===== src/rtl/sms_pkg.sv =====
package sms_pkg;
    localparam int AW     = 16;
    localparam int DW     = 8;
    localparam int RIDX_W = 3;
    localparam int NREG   = 1 << RIDX_W;

    localparam logic [RIDX_W-1:0] IDX_B = 3'd0;
    localparam logic [RIDX_W-1:0] IDX_C = 3'd1;
    localparam logic [RIDX_W-1:0] IDX_D = 3'd2;
    localparam logic [RIDX_W-1:0] IDX_E = 3'd3;
    localparam logic [RIDX_W-1:0] IDX_H = 3'd4;
    localparam logic [RIDX_W-1:0] IDX_L = 3'd5;
    localparam logic [RIDX_W-1:0] IDX_A = 3'd6;
    localparam logic [RIDX_W-1:0] IDX_F = 3'd7;
    localparam logic [1:0]        PAIR_AF = 2'd3;

    typedef enum logic [3:0] {
        OP_NONE   = 4'd0,
        OP_ST_BC  = 4'd1,
        OP_ST_DE  = 4'd2,
        OP_ST_HLI = 4'd3,
        OP_ST_HLD = 4'd4,
        OP_LD_HPC = 4'd5,
        OP_ST_HPC = 4'd6,
        OP_LD_HPI = 4'd7,
        OP_ST_HPI = 4'd8,
        OP_LD_ABS = 4'd9,
        OP_ST_ABS = 4'd10,
        OP_PUSH   = 4'd11,
        OP_POP    = 4'd12
    } op_e;

    typedef enum logic [3:0] {
        S_IDLE,
        S_FETCH_LO,
        S_FETCH_HI,
        S_MEM,
        S_PUSH_HI,
        S_PUSH_LO,
        S_STALL,
        S_POP_LO,
        S_POP_HI
    } step_e;

    typedef struct packed {
        step_e         step;
        op_e           op;
        logic [1:0]    pair;
        logic [DW-1:0] acc;
        logic [DW-1:0] hi;
        logic [DW-1:0] lo;
        logic [DW-1:0] imm_lo;
        logic [AW-1:0] ptr;
    } seq_t;

    function automatic logic op_is_valid(input logic [3:0] o);
        return (o >= 4'd1) && (o <= 4'd12);
    endfunction

    function automatic logic op_is_store(input op_e o);
        return (o == OP_ST_BC) || (o == OP_ST_DE) || (o == OP_ST_HLI) ||
               (o == OP_ST_HLD) || (o == OP_ST_HPC) || (o == OP_ST_HPI) ||
               (o == OP_ST_ABS);
    endfunction
endpackage


===== src/rtl/sms_ptr_step.sv =====
module sms_ptr_step #(
    parameter int W = 16
) (
    input  logic [W-1:0] val,
    output logic [W-1:0] inc,
    output logic [W-1:0] dec
);
    localparam logic [W-1:0] ONE = W'(1);

    // modulo 2^W by truncation
    assign inc = val + ONE;
    assign dec = val - ONE;
endmodule


===== src/rtl/sms_ctrl.sv =====
module sms_ctrl
    import sms_pkg::*;
#(
    parameter logic [DW-1:0] HIGH_PAGE = 8'hFF
) (
    input  logic                     clk,
    input  logic                     rst_n,
    input  logic                     start,
    input  logic [3:0]               op_in,
    input  logic [1:0]               pair_in,
    input  logic [NREG-1:0][DW-1:0]  regs,
    input  logic [AW-1:0]            sp_in,
    input  logic [DW-1:0]            rd_data,
    input  logic [AW-1:0]            ptr_inc,
    input  logic [AW-1:0]            ptr_dec,
    output seq_t                     st_q
);
    seq_t st_d;
    op_e  op_new;

    assign op_new = op_e'(op_in);

    always_comb begin
        st_d = st_q;
        unique case (st_q.step)
            S_IDLE: begin
                if (start && op_is_valid(op_in)) begin
                    st_d.op     = op_new;
                    st_d.pair   = pair_in;
                    st_d.acc    = regs[IDX_A];
                    st_d.hi     = regs[{pair_in, 1'b0}];
                    st_d.lo     = regs[{pair_in, 1'b1}];
                    st_d.imm_lo = '0;
                    st_d.ptr    = '0;
                    unique case (op_new)
                        OP_ST_BC: begin
                            st_d.ptr  = {regs[IDX_B], regs[IDX_C]};
                            st_d.step = S_MEM;
                        end
                        OP_ST_DE: begin
                            st_d.ptr  = {regs[IDX_D], regs[IDX_E]};
                            st_d.step = S_MEM;
                        end
                        OP_ST_HLI, OP_ST_HLD: begin
                            st_d.ptr  = {regs[IDX_H], regs[IDX_L]};
                            st_d.step = S_MEM;
                        end
                        OP_LD_HPC, OP_ST_HPC: begin
                            st_d.ptr  = {HIGH_PAGE, regs[IDX_C]};
                            st_d.step = S_MEM;
                        end
                        OP_LD_HPI, OP_ST_HPI, OP_LD_ABS, OP_ST_ABS: begin
                            st_d.step = S_FETCH_LO;
                        end
                        OP_PUSH: begin
                            st_d.ptr  = sp_in;
                            st_d.step = S_PUSH_HI;
                        end
                        OP_POP: begin
                            st_d.ptr  = sp_in;
                            st_d.step = S_POP_LO;
                        end
                        default: st_d.step = S_IDLE;
                    endcase
                end
            end
            S_FETCH_LO: begin
                if (st_q.op == OP_LD_HPI || st_q.op == OP_ST_HPI) begin
                    st_d.ptr  = {HIGH_PAGE, rd_data};
                    st_d.step = S_MEM;
                end else begin
                    st_d.imm_lo = rd_data;
                    st_d.step   = S_FETCH_HI;
                end
            end
            S_FETCH_HI: begin
                st_d.ptr  = {rd_data, st_q.imm_lo};
                st_d.step = S_MEM;
            end
            S_MEM:     st_d.step = S_IDLE;
            S_PUSH_HI: begin
                st_d.ptr  = ptr_dec;
                st_d.step = S_PUSH_LO;
            end
            S_PUSH_LO: begin
                st_d.ptr  = ptr_dec;
                st_d.step = S_STALL;
            end
            S_STALL:   st_d.step = S_IDLE;
            S_POP_LO: begin
                st_d.ptr  = ptr_inc;
                st_d.step = S_POP_HI;
            end
            S_POP_HI:  st_d.step = S_IDLE;
            default:   st_d.step = S_IDLE;
        endcase
    end

    always_ff @(posedge clk) begin
        if (!rst_n) begin
            st_q <= '0;
        end else begin
            st_q <= st_d;
        end
    end

    // once a sequence runs it is not cut short or restarted
    a_r12_no_restart: assert property (@(posedge clk) disable iff (!rst_n)
        (st_q.step != S_IDLE) |=> (st_q.op == $past(st_q.op)));

    // push always passes from the low write into the stall cycle
    a_r8_push_to_stall: assert property (@(posedge clk) disable iff (!rst_n)
        (st_q.step == S_PUSH_LO) |=> (st_q.step == S_STALL));
endmodule


===== src/rtl/sms_drive.sv =====
module sms_drive
    import sms_pkg::*;
#(
    parameter logic [DW-1:0] FLAG_KEEP = 8'hF0
) (
    input  logic              clk,
    input  logic              rst_n,
    input  seq_t              st_q,
    input  logic [DW-1:0]     rd_data,
    input  logic [AW-1:0]     ptr_inc,
    input  logic [AW-1:0]     ptr_dec,
    output logic              busy,
    output logic              done,
    output logic              mem_req,
    output logic              mem_we,
    output logic              mem_fetch,
    output logic [AW-1:0]     mem_addr,
    output logic [DW-1:0]     mem_wdata,
    output logic              stall,
    output logic              wb8_en,
    output logic [RIDX_W-1:0] wb8_sel,
    output logic [DW-1:0]     wb8_data,
    output logic              wb_hl_en,
    output logic [AW-1:0]     wb_hl,
    output logic              wb_sp_en,
    output logic [AW-1:0]     wb_sp
);
    always_comb begin
        busy      = (st_q.step != S_IDLE);
        done      = 1'b0;
        mem_req   = 1'b0;
        mem_we    = 1'b0;
        mem_fetch = 1'b0;
        mem_addr  = '0;
        mem_wdata = '0;
        stall     = 1'b0;
        wb8_en    = 1'b0;
        wb8_sel   = '0;
        wb8_data  = '0;
        wb_hl_en  = 1'b0;
        wb_hl     = '0;
        wb_sp_en  = 1'b0;
        wb_sp     = '0;
        unique case (st_q.step)
            S_FETCH_LO, S_FETCH_HI: begin
                mem_req   = 1'b1;
                mem_fetch = 1'b1;
            end
            S_MEM: begin
                mem_req  = 1'b1;
                mem_addr = st_q.ptr;
                done     = 1'b1;
                if (op_is_store(st_q.op)) begin
                    mem_we    = 1'b1;
                    mem_wdata = st_q.acc;
                end else begin
                    wb8_en   = 1'b1;
                    wb8_sel  = IDX_A;
                    wb8_data = rd_data;
                end
                if (st_q.op == OP_ST_HLI) begin
                    wb_hl_en = 1'b1;
                    wb_hl    = ptr_inc;
                end else if (st_q.op == OP_ST_HLD) begin
                    wb_hl_en = 1'b1;
                    wb_hl    = ptr_dec;
                end
            end
            S_PUSH_HI, S_PUSH_LO: begin
                mem_req   = 1'b1;
                mem_we    = 1'b1;
                mem_addr  = ptr_dec;
                mem_wdata = (st_q.step == S_PUSH_HI) ? st_q.hi : st_q.lo;
                wb_sp_en  = 1'b1;
                wb_sp     = ptr_dec;
            end
            S_STALL: begin
                stall = 1'b1;
                done  = 1'b1;
            end
            S_POP_LO, S_POP_HI: begin
                mem_req  = 1'b1;
                mem_addr = st_q.ptr;
                wb8_en   = 1'b1;
                wb_sp_en = 1'b1;
                wb_sp    = ptr_inc;
                if (st_q.step == S_POP_LO) begin
                    wb8_sel  = {st_q.pair, 1'b1};
                    wb8_data = (st_q.pair == PAIR_AF) ? (rd_data & FLAG_KEEP) : rd_data;
                end else begin
                    wb8_sel  = {st_q.pair, 1'b0};
                    wb8_data = rd_data;
                    done     = 1'b1;
                end
            end
            default: ;
        endcase
    end

    // one kind of bus activity per cycle
    a_r13_one_kind: assert property (@(posedge clk) disable iff (!rst_n)
        $onehot0({mem_req && mem_we, mem_req && !mem_we && !mem_fetch, mem_fetch, stall}));

    a_r13_fetch_is_read: assert property (@(posedge clk) disable iff (!rst_n)
        mem_fetch |-> (mem_req && !mem_we && mem_addr == '0));

    // restored flag byte has its low bits cleared
    a_r11_flag_low: assert property (@(posedge clk) disable iff (!rst_n)
        (wb8_en && wb8_sel == IDX_F) |-> ((wb8_data & ~FLAG_KEEP) == '0));

    // HL write-back is a neighbour of the address written
    a_r4_hl_adjacent: assert property (@(posedge clk) disable iff (!rst_n)
        wb_hl_en |-> (mem_we && (wb_hl == AW'(mem_addr + 1'b1) || wb_hl == AW'(mem_addr - 1'b1))));

    // stall cycle follows a write
    a_r8_stall_after_write: assert property (@(posedge clk) disable iff (!rst_n)
        stall |-> $past(mem_req && mem_we));

    // consecutive push writes step SP down by one
    a_r8_push_sp_chain: assert property (@(posedge clk) disable iff (!rst_n)
        (wb_sp_en && mem_we && $past(wb_sp_en && mem_we)) |-> (wb_sp == AW'($past(wb_sp) - 1'b1)));

    // consecutive pop reads step SP up by one
    a_r9_pop_sp_chain: assert property (@(posedge clk) disable iff (!rst_n)
        (wb_sp_en && !mem_we && $past(wb_sp_en && !mem_we)) |-> (wb_sp == AW'($past(wb_sp) + 1'b1)));
endmodule


===== src/rtl/stack_mem_seq.sv =====
module stack_mem_seq
    import sms_pkg::*;
#(
    parameter logic [7:0] HIGH_PAGE = 8'hFF,
    parameter logic [7:0] FLAG_KEEP = 8'hF0
) (
    input  logic        clk,
    input  logic        rst_n,
    input  logic        start,
    input  logic [3:0]  op,
    input  logic [1:0]  pair,
    input  logic [7:0]  reg_b,
    input  logic [7:0]  reg_c,
    input  logic [7:0]  reg_d,
    input  logic [7:0]  reg_e,
    input  logic [7:0]  reg_h,
    input  logic [7:0]  reg_l,
    input  logic [7:0]  reg_a,
    input  logic [7:0]  reg_f,
    input  logic [15:0] reg_sp,
    input  logic [7:0]  rd_data,
    output logic        busy,
    output logic        done,
    output logic        mem_req,
    output logic        mem_we,
    output logic        mem_fetch,
    output logic [15:0] mem_addr,
    output logic [7:0]  mem_wdata,
    output logic        stall,
    output logic        wb8_en,
    output logic [2:0]  wb8_sel,
    output logic [7:0]  wb8_data,
    output logic        wb_hl_en,
    output logic [15:0] wb_hl,
    output logic        wb_sp_en,
    output logic [15:0] wb_sp
);
    logic [NREG-1:0][DW-1:0] regs;
    seq_t                    st_q;
    logic [AW-1:0]           ptr_inc;
    logic [AW-1:0]           ptr_dec;

    assign regs = {reg_f, reg_a, reg_l, reg_h, reg_e, reg_d, reg_c, reg_b};

    sms_ptr_step #(.W(AW)) u_step (
        .val (st_q.ptr),
        .inc (ptr_inc),
        .dec (ptr_dec)
    );

    sms_ctrl #(.HIGH_PAGE(HIGH_PAGE)) u_ctrl (
        .clk     (clk),
        .rst_n   (rst_n),
        .start   (start),
        .op_in   (op),
        .pair_in (pair),
        .regs    (regs),
        .sp_in   (reg_sp),
        .rd_data (rd_data),
        .ptr_inc (ptr_inc),
        .ptr_dec (ptr_dec),
        .st_q    (st_q)
    );

    sms_drive #(.FLAG_KEEP(FLAG_KEEP)) u_drive (
        .clk       (clk),
        .rst_n     (rst_n),
        .st_q      (st_q),
        .rd_data   (rd_data),
        .ptr_inc   (ptr_inc),
        .ptr_dec   (ptr_dec),
        .busy      (busy),
        .done      (done),
        .mem_req   (mem_req),
        .mem_we    (mem_we),
        .mem_fetch (mem_fetch),
        .mem_addr  (mem_addr),
        .mem_wdata (mem_wdata),
        .stall     (stall),
        .wb8_en    (wb8_en),
        .wb8_sel   (wb8_sel),
        .wb8_data  (wb8_data),
        .wb_hl_en  (wb_hl_en),
        .wb_hl     (wb_hl),
        .wb_sp_en  (wb_sp_en),
        .wb_sp     (wb_sp)
    );

    // a sequence only begins from a start request
    a_r2_busy_from_start: assert property (@(posedge clk) disable iff (!rst_n)
        $rose(busy) |-> $past(start));

    a_r2_done_in_busy: assert property (@(posedge clk) disable iff (!rst_n)
        done |-> busy);

    // nothing is requested while idle
    a_r1_idle_quiet: assert property (@(posedge clk) disable iff (!rst_n)
        !busy |-> !(mem_req || stall || wb8_en || wb_hl_en || wb_sp_en));
endmodule


===== config.mk =====
export PLATFORM = sky130hd
export DESIGN_NAME = stack_mem_seq
export DESIGN_NICKNAME = d
export VERILOG_FILES = /design/src/rtl/sms_pkg.sv /design/src/rtl/sms_ptr_step.sv /design/src/rtl/sms_ctrl.sv /design/src/rtl/sms_drive.sv /design/src/rtl/stack_mem_seq.sv
export SDC_FILE = /design/constraint.sdc
export NUM_CORES = 1
export LEC_CHECK = 0
export ABC_AREA = 1
export BUFFER_PORTS_ARGS = -buffer_cell sky130_fd_sc_hd__buf_2
export CORE_ASPECT_RATIO = 0.7
export CORE_UTILIZATION = 48
export DETAILED_ROUTE_END_ITERATION = 10
export PLACE_DENSITY = 0.9
export SKIP_LAST_GASP = 1
export SYNTH_ARGS = -nofsm -noshare
export SYNTH_HDL_FRONTEND = slang
export SYNTH_HIERARCHICAL = 1
export SYNTH_SLANG_ARGS = --single-unit

===== constraint.sdc =====
create_clock -name clk -period 1.5 [get_ports clk]
set_input_delay 0.075 -clock clk [delete_from_list [all_inputs] [get_ports clk]]
set_output_delay 0.075 -clock clk [all_outputs]
set_load 0.02 [all_outputs]

==> results of run 1 <==
## through the flow
stage	setup TNS (ns)	cells	instance area (um2)	setup slack, ns
after detailed placement	-7.90	1481	7570	-0.206
after floorplan	-0.168	1101	5910	-0.0778
after global placement	-4.48	1481	7570	-0.169
after CTS	-34.20	1562	10100	-0.436
## what timing repair did
item	CTS
endpoints found under the setup margin	132
hold buffers	3
pin swaps	75
gates resized for setup	385
endpoints found under the hold margin	3
buffers inserted	49
gates cloned	17
## cells by family after synthesis
kind of cell	Yosys count	share of synthesized area, %
simple gates	700	50.7
flops	58	19.8
fa+ha+maj	2	0.427
compound gates	164	15.1
buf+inv	162	11.7
xor+xnor	15	2.24
==> out/summary.txt, run 1 <==
Row count: 33
Post-Syn Area per Cell: 5.32 um2
Largest net degree at the start of global routing: 27
Register area share after synthesis: 19.8%
Post-synthesis cell area: 5860 um2
Syn Inst Count: 1,101
CTS buffer count: 9
Worst_ep kind: register input
Clock buffer depth: 2
Most used DFF post-synth: dfxtp_1
DP HPWL: 16,900 um
Post-synth top area share: 26.1%
Last step reached: global routing
Die width: 134 um
Starting Density: 49.6%
Async S/R FF share, synth: 0%
Count leader, synth: nand2_1
H-tree levels: 3
GP Congestion: 1.01
Distinct cells, synth: 30
Status: aborted with a tool error
Leading post-synthesis cells by cell area: nand2_1 (26%), dfxtp_1 (20%), nor2_1 (9.9%), inv_1 (6.9%), o21ai_0 (6.7%)
Post-synth top cells: nand2_1 (408), nor2_1 (155), inv_1 (107)
Area leader, netlist: nand2_1
Ys Warns: 6
Error message: [ERROR DPL-0038] Utilization greater than 100%, impossible to legalize
CTS Root Cell: clkbuf_16
IO Pins: 173
Grt repair worst endpoint: u_ctrl/st_q[15]$_SDFFE_PN0P_/D
Post-synth EDFFs: 0
Syn Nets: 1,200
Chip height: 94.4 um
FF+latch count, synth: 58
Clock sink count: 58
Port Buf Inserts: 172
==> run 2: changes to the inputs <==
- CORE_ASPECT_RATIO: 0.7 -> default
- CORE_UTILIZATION: 48 -> 40
- PLACE_DENSITY: 0.9 -> default
- PLACE_DENSITY_LB_ADDON: default -> 0.15
- clock period: 1.5 -> 2 ns (I/O delays scaled with it)
==> run 2 against run 1 <==
Effect of this change: the flow now finishes, with violations (negative setup slack); area after synthesis unchanged; synthesized cell count unchanged.
==> out/summary.txt, run 2 <==
Setup ws final: -0.0454 ns
Share of layout cells above drive strength 1: 24.8%
DR vias/cell: 5.28
WS Path Type: flip-flop to output port
Status: complete, but fails checks
Capture point of the critical path: wb_hl[6]
Max-cap viol count: 0
Die width: 123 um
Clk_lat worst skew: 0.33 ns
Most used DFF post-synth: dfxtp_1
Grt total ovfl: 0
Slew Limit Headroom: 55.6%
# nets final: 1,383
Post-Layout Cell Count: 1,468
Setup TNS: -0.0555 ns
Max Slew Vio Count: 0
First DRT Iteration DRCs: 631
Pleak: 0.00417 uW
Final Critical Period: 2.05 ns
Worst reg-to-reg path cell count: 11
RSZ-0062 raised after global routing: yes
Port Buf Inserts: 172
Count leader, synth: nand2_1
Chip height: 123 um
Post-synthesis cell area: 5860 um2
Fin crit share: 102%
Nature of the critical path endpoint: output port
Least-Margin Pin Slew: 0.666 ns
Hold Violations, Final: 0
Diode count: 0
Placed cells: 1,440
Worst Path Required: 1.90 ns
GP Congestion: 0.941
Distinct cells, synth: 30
Register area share after synthesis: 19.8%
Clk_skew: 0.00926 ns
H-tree levels: 3
TritonCTS clock tree: yes
DP HPWL: 16,800 um
Hold Slack: 0.0374 ns
First-pass GRT wire length: 33,600 um
Via count: 7,745
Final Cell Area: 7620 um2
Row count: 43
IO Pins: 173
Syn Nets: 1,200
Cell Pwr Density: 877 nW/um2
Worst Setup SP: u_ctrl/st_q[1]$_SDFFE_PN0P_
FF+latch count, synth: 58
CTS Root Cell: clkbuf_16
R2r startpoint: u_ctrl/st_q[1]$_SDFFE_PN0P_
Post-synth top area share: 26.1%
Routed length on met1: 9570 um
Most frequent CP cell: buf_4
Most frequent cells in the layout: nand2_1 (401), buf_2 (163), nor2_1 (150)
Top Metal Used: met4
Commonest non-fill, non-tap cell in the layout: nand2_1
Vias in the first global route: 6,600
Post-synth top cells: nand2_1 (408), nor2_1 (155), inv_1 (107)
Top flop regs: u_ctrl/st_q (58)
DRT antenna net count: 0
Clock sink count: 58
Total GRT Usage: 29.1%
Leading post-synthesis cells by cell area: nand2_1 (26%), dfxtp_1 (20%), nor2_1 (9.9%), inv_1 (6.9%), o21ai_0 (6.7%)
Max incr delay on CP: 0.39 ns
Largest net degree at the start of global routing: 46
Area grow syn2layout: 30.1%
Cts-stage hold buffer count: 0
Core footprint: 14,100 um2
Post-synth EDFFs: 0
Initial antenna violation count: 0
Number of setup violations in the final report: 3
Failing checks: negative setup slack
WL/cell: 15.2 um
Async S/R FF share, synth: 0%
Met3 wire len: 2140 um
Hold Crit Class: input port to flip-flop
Detailed Route WL: 22,300 um
CP max-delay cell: dfxtp_4
Crit path launch type: flip-flop
Starting Density: 41.6%
Max reg flops: 58
Setup slack, reg-to-reg: 0.17 ns
Ys Warns: 6
Area leader, netlist: nand2_1
Crit path DAT: 1.95 ns
Post-DP Area: 6970 um2
DRC viols: 0
Die Footprint: 15,100 um2
Crit Path Max Fanout: 7
Largest reg by FF count: u_ctrl/st_q
CTS buffer count: 9
CP Cell Sequence: ha_4 -> nand3_4 -> nor2_4 -> buf_4 -> xor2_4 -> nand2_1 -> a21oi_1 -> buf_4
Reg clk slew, reported paths: 0.06 ns
Clock buffer depth: 2
Syn Inst Count: 1,101
Maximum clock rate: 489 MHz
VDD IR max: 0.573 mV
Drt first pass iters: 6
Reg2reg end: u_ctrl/st_q[8]$_SDFFE_PN0P_
Post-Syn Area per Cell: 5.32 um2
Met2 WL: 9900 um
[run 2: repair_timing]
action | in CTS | in global routing
buffers inserted | 3 | 10
resized for setup | 30 | 47
endpoints found under the setup margin | 47 | 45
cloned | 0 | 0
pin swaps | 6 | 14
endpoints found under the hold margin | 0 | 0
[run 2: area by class of cell]
class,instances,area [um2]
well taps,180,225
inverters,115,434
repair buffers,219,1260
multi-input cells,881,4210
flip-flops and latches,58,1200
clock buffers,12,246
fillers,1549,6480
clock inverters,3,40.0
[run 2: power breakdown]
group          internal (uW)  switching, uW  leakage, uW
registers               1440            355     0.000486
logic                   1200           2190      0.00354
clock network            985            519     0.000142
[run 2: metrics by stage]
| step | utilization [%] | power (uW) | worst slack [ns] |
|---|---|---|---|
| 6_report | 54.0 | 6680 | -0.0454 |
| 5_1_grt | 54.0 | 7160 | -0.147 |
| 4_1_cts | 52.4 | 6390 | -0.0273 |
| 3_5_place_dp | 49.5 | 4740 | 0.151 |
| 3_3_place_gp | 49.5 | 4720 | 0.215 |
| 2_1_floorplan | - | 3890 | 0.207 |
[run 2: logic make-up after synthesis]
logic type	count (synthesis)	share of synthesized area, %
flops	58	19.8
xor+xnor	15	2.24
simple gates	700	50.7
fa+ha+maj	2	0.427
compound gates	164	15.1
buf+inv	162	11.7
[run 2: how the worst min path moves through the flow]
stage,from,end,slack (ns),cells past startpoint
floorplan,reg_a[1],u_ctrl/st_q[41]$_SDFFE_PN0P_,0.23,2
global placement,reg_a[6],u_ctrl/st_q[46]$_SDFFE_PN0P_,0.37,3
detailed placement,reg_a[6],u_ctrl/st_q[46]$_SDFFE_PN0P_,0.38,3
CTS,reg_a[6],u_ctrl/st_q[46]$_SDFFE_PN0P_,0.03,3
global route,reg_a[4],u_ctrl/st_q[44]$_SDFFE_PN0P_,0.06,3
finish,reg_a[6],u_ctrl/st_q[46]$_SDFFE_PN0P_,0.04,3
[run 2: critical path: cells and delay by family, from the launching register on]
kind                       cells  cell delay (ns)
xor gates and xnor gates       1             0.17
AOI/OAI and AO/OA              1             0.17
and+or+nand+nor                3             0.36
adders and majority gates      1             0.16
buffers and inverters          2             0.35
DFF                            1             0.39
[run 2: layer usage]
layer | track usage [%] | up-vias
met5 | 0 | -
met3 | 4.89 | 47
met1 | 39.0 | 3435
met4 | 12.6 | 0
li1 | - | 3857
met2 | 46.1 | 406
Power figures use the tool's default switching activity.
==> run 3: changes to the inputs <==
- GPL_TIMING_DRIVEN: default -> 0
==> run 3 against run 2 <==
Effect of this change: the run still ends with negative setup slack left; hold slack worse by 0.020 ns; count of clock-buffer cells in the layout shrank 1; final area increased by 1.9%; critical endpoint is now wb_hl[7].
==> out/summary.txt, run 3 (synthesized netlist as in run 2, its figures left out) <==
Starting Density: 41.6%
CP bufs+invs: 3
Setup ws final: -0.0426 ns
TritonCTS clock tree: yes
First-pass GRT wire length: 35,200 um
Drt first pass iters: 5
Worst Path Required: 1.90 ns
Port Buf Inserts: 171
Area grow syn2layout: 32.6%
GP Congestion: 0.969
Reg clk slew, reported paths: 0.06 ns
Row count: 43
DRT antenna net count: 0
Maximum clock rate: 490 MHz
Grt total ovfl: 0
First DRT Iteration DRCs: 629
# nets final: 1,406
CTS Root Cell: clkbuf_16
Final Cell Area: 7760 um2
Total GRT Usage: 30.8%
Number of setup violations in the final report: 4
Fin crit share: 102%
CP Cell Sequence: buf_4 -> nor2_4 -> nand2_4 -> nor2_4 -> buf_4 -> xor2_2 -> o21ai_0 -> nor2_1 -> buf_4
Chip height: 123 um
WS Path Type: flip-flop to output port
Die Footprint: 15,100 um2
Least-Margin Pin Slew: 0.714 ns
H-tree levels: 3
Max reg flops: 58
Share of layout cells above drive strength 1: 25.8%
CTS buffer count: 9
Max Slew Vio Count: 0
RSZ-0062 raised after global routing: yes
Slew Limit Headroom: 52.3%
Hold Slack: 0.0174 ns
Failing checks: negative setup slack
Nature of the critical path endpoint: output port
Largest reg by FF count: u_ctrl/st_q
DRC viols: 0
Max incr delay on CP: 0.37 ns
Largest net degree at the start of global routing: 11
Hold Crit Class: input port to flip-flop
Clk_lat worst skew: 0.33 ns
CP max-delay cell: dfxtp_4
Worst slack, placed: -0.113 ns
Final Critical Period: 2.04 ns
Most frequent CP cell: buf_4
Crit path launch type: flip-flop
VDD IR max: 0.364 mV
Pleak: 0.00421 uW
Max-cap viol count: 0
Status: complete, but fails checks
Setup TNS: -0.0718 ns
Crit Path Max Fanout: 4
Detailed Route WL: 23,500 um
Core footprint: 14,100 um2
Initial antenna violation count: 0
WL/cell: 15.7 um
Via count: 7,853
Clock sink count: 58
Commonest non-fill, non-tap cell in the layout: nand2_1
Cell Pwr Density: 881 nW/um2
Diode count: 0
CP delay by family, top: simple AND/OR/NAND/NOR gates
Crit path DAT: 1.94 ns
DP HPWL: 18,300 um
Top flop regs: u_ctrl/st_q (58)
DR vias/cell: 5.26
Cts-stage hold buffer count: 0
Vias in the first global route: 6,712
Hold Violations, Final: 0
Post-DP Area: 6940 um2
Clock buffer depth: 2
Clk_skew: 0.00719 ns
Most frequent cells in the layout: nand2_1 (397), buf_2 (169), nor2_1 (147)
Die width: 123 um
IO Pins: 173
-- run 3: cell count changes in the layout (fill, tap and decap cells not counted), sizes merged --
cell / before / now
buf: 219 / 222
bufinv: 1 / 0
clkbuf: 12 / 31
clkinv: 3 / 4
clkinvlp: 0 / 2
-- run 3: repair_timing --
| action | CTS | global route |
|---|---|---|
| resized for setup | 53 | 58 |
| setup buffers | 11 | 14 |
| endpoints found under the setup margin | 78 | 50 |
| pin swaps | 15 | 22 |
-- run 3: final cells by class --
class	count	area (um2)
fillers	1494	6330
multi-input cells	881	4280
flip-flops and latches	58	1190
repair buffers	196	1080
inverters	115	437
plain buffers	46	274
clock buffers	11	243
well taps	180	225
clock inverters	5	30.0
-- run 3: where the power goes --
group / switching, uW / total (uW) / internal, uW
Clock: 538 / 1400 / 863
Sequential: 352 / 1790 / 1430
Combinational: 2330 / 3650 / 1320
-- run 3: path summary, 6_finish.rpt --
| check | from | end | slack [ns] | depth (start not counted) |
|---|---|---|---|---|
| min reg2reg | u_ctrl/st_q[17]$_SDFFE_PN0P_ | u_ctrl/st_q[17]$_SDFFE_PN0P_ | 0.49 | 2 |
| max | u_ctrl/st_q[1]$_SDFFE_PN0P_ | wb_hl[7] | -0.04 | 9 |
| max reg2reg | u_ctrl/st_q[0]$_SDFFE_PN0P_ | u_ctrl/st_q[10]$_SDFFE_PN0P_ | 0.12 | 11 |
| min | reg_a[6] | u_ctrl/st_q[46]$_SDFFE_PN0P_ | 0.02 | 3 |
-- run 3: worst reg2reg max path, delay by kind of cell (launching register included) --
family                     cells  cell delay (ns)
DFF                            1             0.39
adders and majority gates      1             0.16
buffers and inverters          2             0.25
xor gates and xnor gates       1             0.16
AOI/OAI and AO/OA              1             0.08
and+or+nand+nor                6             0.73
-- run 3: per-stage QoR --
stage,cells,total power [uW],utilization (%)
after detailed placement,1452,4780,49.2
after global placement,1452,4760,49.2
after CTS,1479,6480,53.0
after global routing,1492,7300,55.1
after floorplan,1101,3890,-
final,1492,6840,55.1
-- run 3: per-layer routing --
layer	vias to the layer above	track usage [%]	wire, um
met3	54	4.15	1990
met2	418	49.1	10400
li1	3904	-	-
met4	0	13.0	841
met1	3477	41.5	10200
met5	-	0	0
==> run 4: changes to the inputs <==
- SKIP_CTS_REPAIR_TIMING: default -> 1
==> run 4 against run 3 <==
Effect of this change: the flow still finishes with violations (negative setup slack); sequential power hardly changed; global-route usage is 0.32 points lower; maximum frequency is 0.53% lower; combinational power is 3% higher; non-clock buffer count stayed put; wire length hardly changed; critical path type unchanged.
==> out/summary.txt, run 4 (synthesized netlist as in run 2, its figures left out) <==
Status: complete, but fails checks
Failing checks: negative setup slack
DRT antenna net count: 0
Grt total ovfl: 0
Power after layout: 6960 uW
IO Pins: 173
WS Path Type: flip-flop to output port
Number of setup violations in the final report: 7
Hold Violations, Final: 0
H-tree levels: 3
Routed length on met1: 10,100 um
Max reg flops: 58
Crit path DAT: 1.95 ns
Met3 wire len: 2060 um
Share of layout cells above drive strength 1: 26.4%
Row count: 43
Die Footprint: 15,100 um2
Vias in the first global route: 6,624
Die width: 123 um
WL/cell: 15.7 um
First DRT Iteration DRCs: 613
First-pass GRT wire length: 34,900 um
Pleak: 0.00423 uW
R2r startpoint: u_ctrl/st_q[0]$_SDFFE_PN0P_
Top flop regs: u_ctrl/st_q (58)
Max incr delay on CP: 0.40 ns
RSZ-0062 raised after global routing: yes
VDD IR max: 0.361 mV
CP bufs+invs: 2
Drt first pass iters: 5
Reg clk slew, reported paths: 0.05 ns
Largest reg by FF count: u_ctrl/st_q
Hold Crit Start: reg_a[6]
Setup slack, reg-to-reg: 0.12 ns
Core footprint: 14,100 um2
Largest net degree at the start of global routing: 11
DRC viols: 0
Detailed Route WL: 23,500 um
Max-cap viol count: 0
TritonCTS clock tree: yes
Diode count: 0
DP HPWL: 18,300 um
Layout Utilization: 55.5%
Nature of the critical path endpoint: output port
Cell Pwr Density: 890 nW/um2
Worst hold endpoint: u_ctrl/st_q[46]$_SDFFE_PN0P_
Max Slew Vio Count: 0
Clk_lat worst skew: 0.33 ns
Hold path depth: 3
Clk_skew: 0.00542 ns
Via count: 7,829
Final Critical Period: 2.05 ns
Chip height: 123 um
Commonest non-fill, non-tap cell in the layout: nand2_1
CP delay by family, top: simple AND/OR/NAND/NOR gates
Crit path launch type: flip-flop
Clock buffer depth: 2
CP max-delay cell: dfxtp_4
# nets final: 1,406
CP Cell Sequence: ha_4 -> nand3_4 -> nor2_4 -> nand2_2 -> xor2_2 -> inv_1 -> nand2_1 -> o21ai_1 -> nor2_1 -> buf_4
Worst Path Required: 1.90 ns
Met2 WL: 10,300 um
Clock sink count: 58
GP Congestion: 0.969
Setup ws final: -0.0534 ns
DR vias/cell: 5.25
Worst reg-to-reg path cell count: 10
Total GRT Usage: 30.4%
Maximum clock rate: 487 MHz
Slew Limit Headroom: 50.9%
Reg2reg end: u_ctrl/st_q[10]$_SDFFE_PN0P_
CTS Root Cell: clkbuf_16
Crit Path Max Fanout: 7
Initial antenna violation count: 0
Area grow syn2layout: 33.4%
Top Metal Used: met4
Most frequent cells in the layout: nand2_1 (394), buf_2 (170), nor2_1 (145)
Hold Crit Class: input port to flip-flop
Starting Density: 41.6%
Port Buf Inserts: 171
Fin crit share: 103%
Least-Margin Pin Slew: 0.733 ns
CTS buffer count: 9
run 4: changes by cell type in the layout (fill, tap and decap cells not counted), moves of 3 or more:
cell     delta
o21ai_0     -5
o21ai_1     +5
buf_4       -4
buf_6       +3
dfxtp_4     +3
nand2_1     -3
nand2_2     +3
run 4: worst max-delay path by stage:
stage,from,endpoint,slack [ns],cells past startpoint
finish,u_ctrl/st_q[0]$_SDFFE_PN0P_,wb_hl[8],-0.05,10
CTS,u_ctrl/st_q[0]$_SDFFE_PN0P_,wb_hl[6],-0.41,8
global placement,u_ctrl/st_q[56]$_SDFFE_PN0P_,u_ctrl/st_q[4]$_SDFFE_PN0P_,-0.12,7
global route,u_ctrl/st_q[0]$_SDFFE_PN0P_,wb_hl[8],-0.18,10
floorplan,u_ctrl/st_q[1]$_SDFFE_PN0P_,wb_sp[8],0.21,7
detailed placement,u_ctrl/st_q[56]$_SDFFE_PN0P_,u_ctrl/st_q[4]$_SDFFE_PN0P_,-0.11,7
run 4: area by class of cell:
type,instances,area [um2]
buffer,47,275
clock buffer,11,243
clock inverter,5,30.0
fill,1481,6280
inverter,115,437
multi-input combinational,881,4320
sequential,58,1200
tap,180,225
timing repair buffer,195,1080
run 4: worst reg2reg max path: cells and delay by family, from the launching register on:
kind                       cells  cell delay [ns]
adders and majority gates      1             0.17
DFF                            1             0.40
AOI/OAI and AO/OA              1             0.08
and+or+nand+nor                6             0.78
xor gates and xnor gates       1             0.19
buffers and inverters          1             0.13
run 4: metal layers:
| metal | global-route usage (%) | up-vias |
|---|---|---|
| met1 | 41.1 | 3465 |
| met4 | 13.1 | 0 |
| met5 | 0 | - |
| li1 | - | 3897 |
| met2 | 48.1 | 408 |
| met3 | 4.43 | 59 |
run 4: metrics by stage:
stage / worst slack (ns) / instances / area (um2) / hold WS, ns / TNS, ns
floorplan: 0.207 / 1101 / 5860 / 0.235 / 0
global placement: -0.118 / 1452 / 6940 / 0.354 / -0.903
detailed placement: -0.113 / 1452 / 6940 / 0.354 / -0.881
CTS: -0.412 / 1468 / 7210 / 0.0103 / -14.13
global route: -0.177 / 1492 / 7820 / 0.0388 / -2.06
finish: -0.0534 / 1492 / 7820 / 0.0162 / -0.206
run 4: power breakdown:
group,internal (uW),total (uW),switching [uW]
sequential,1440,1800,365
clock,863,1400,538
combinational,1380,3750,2370
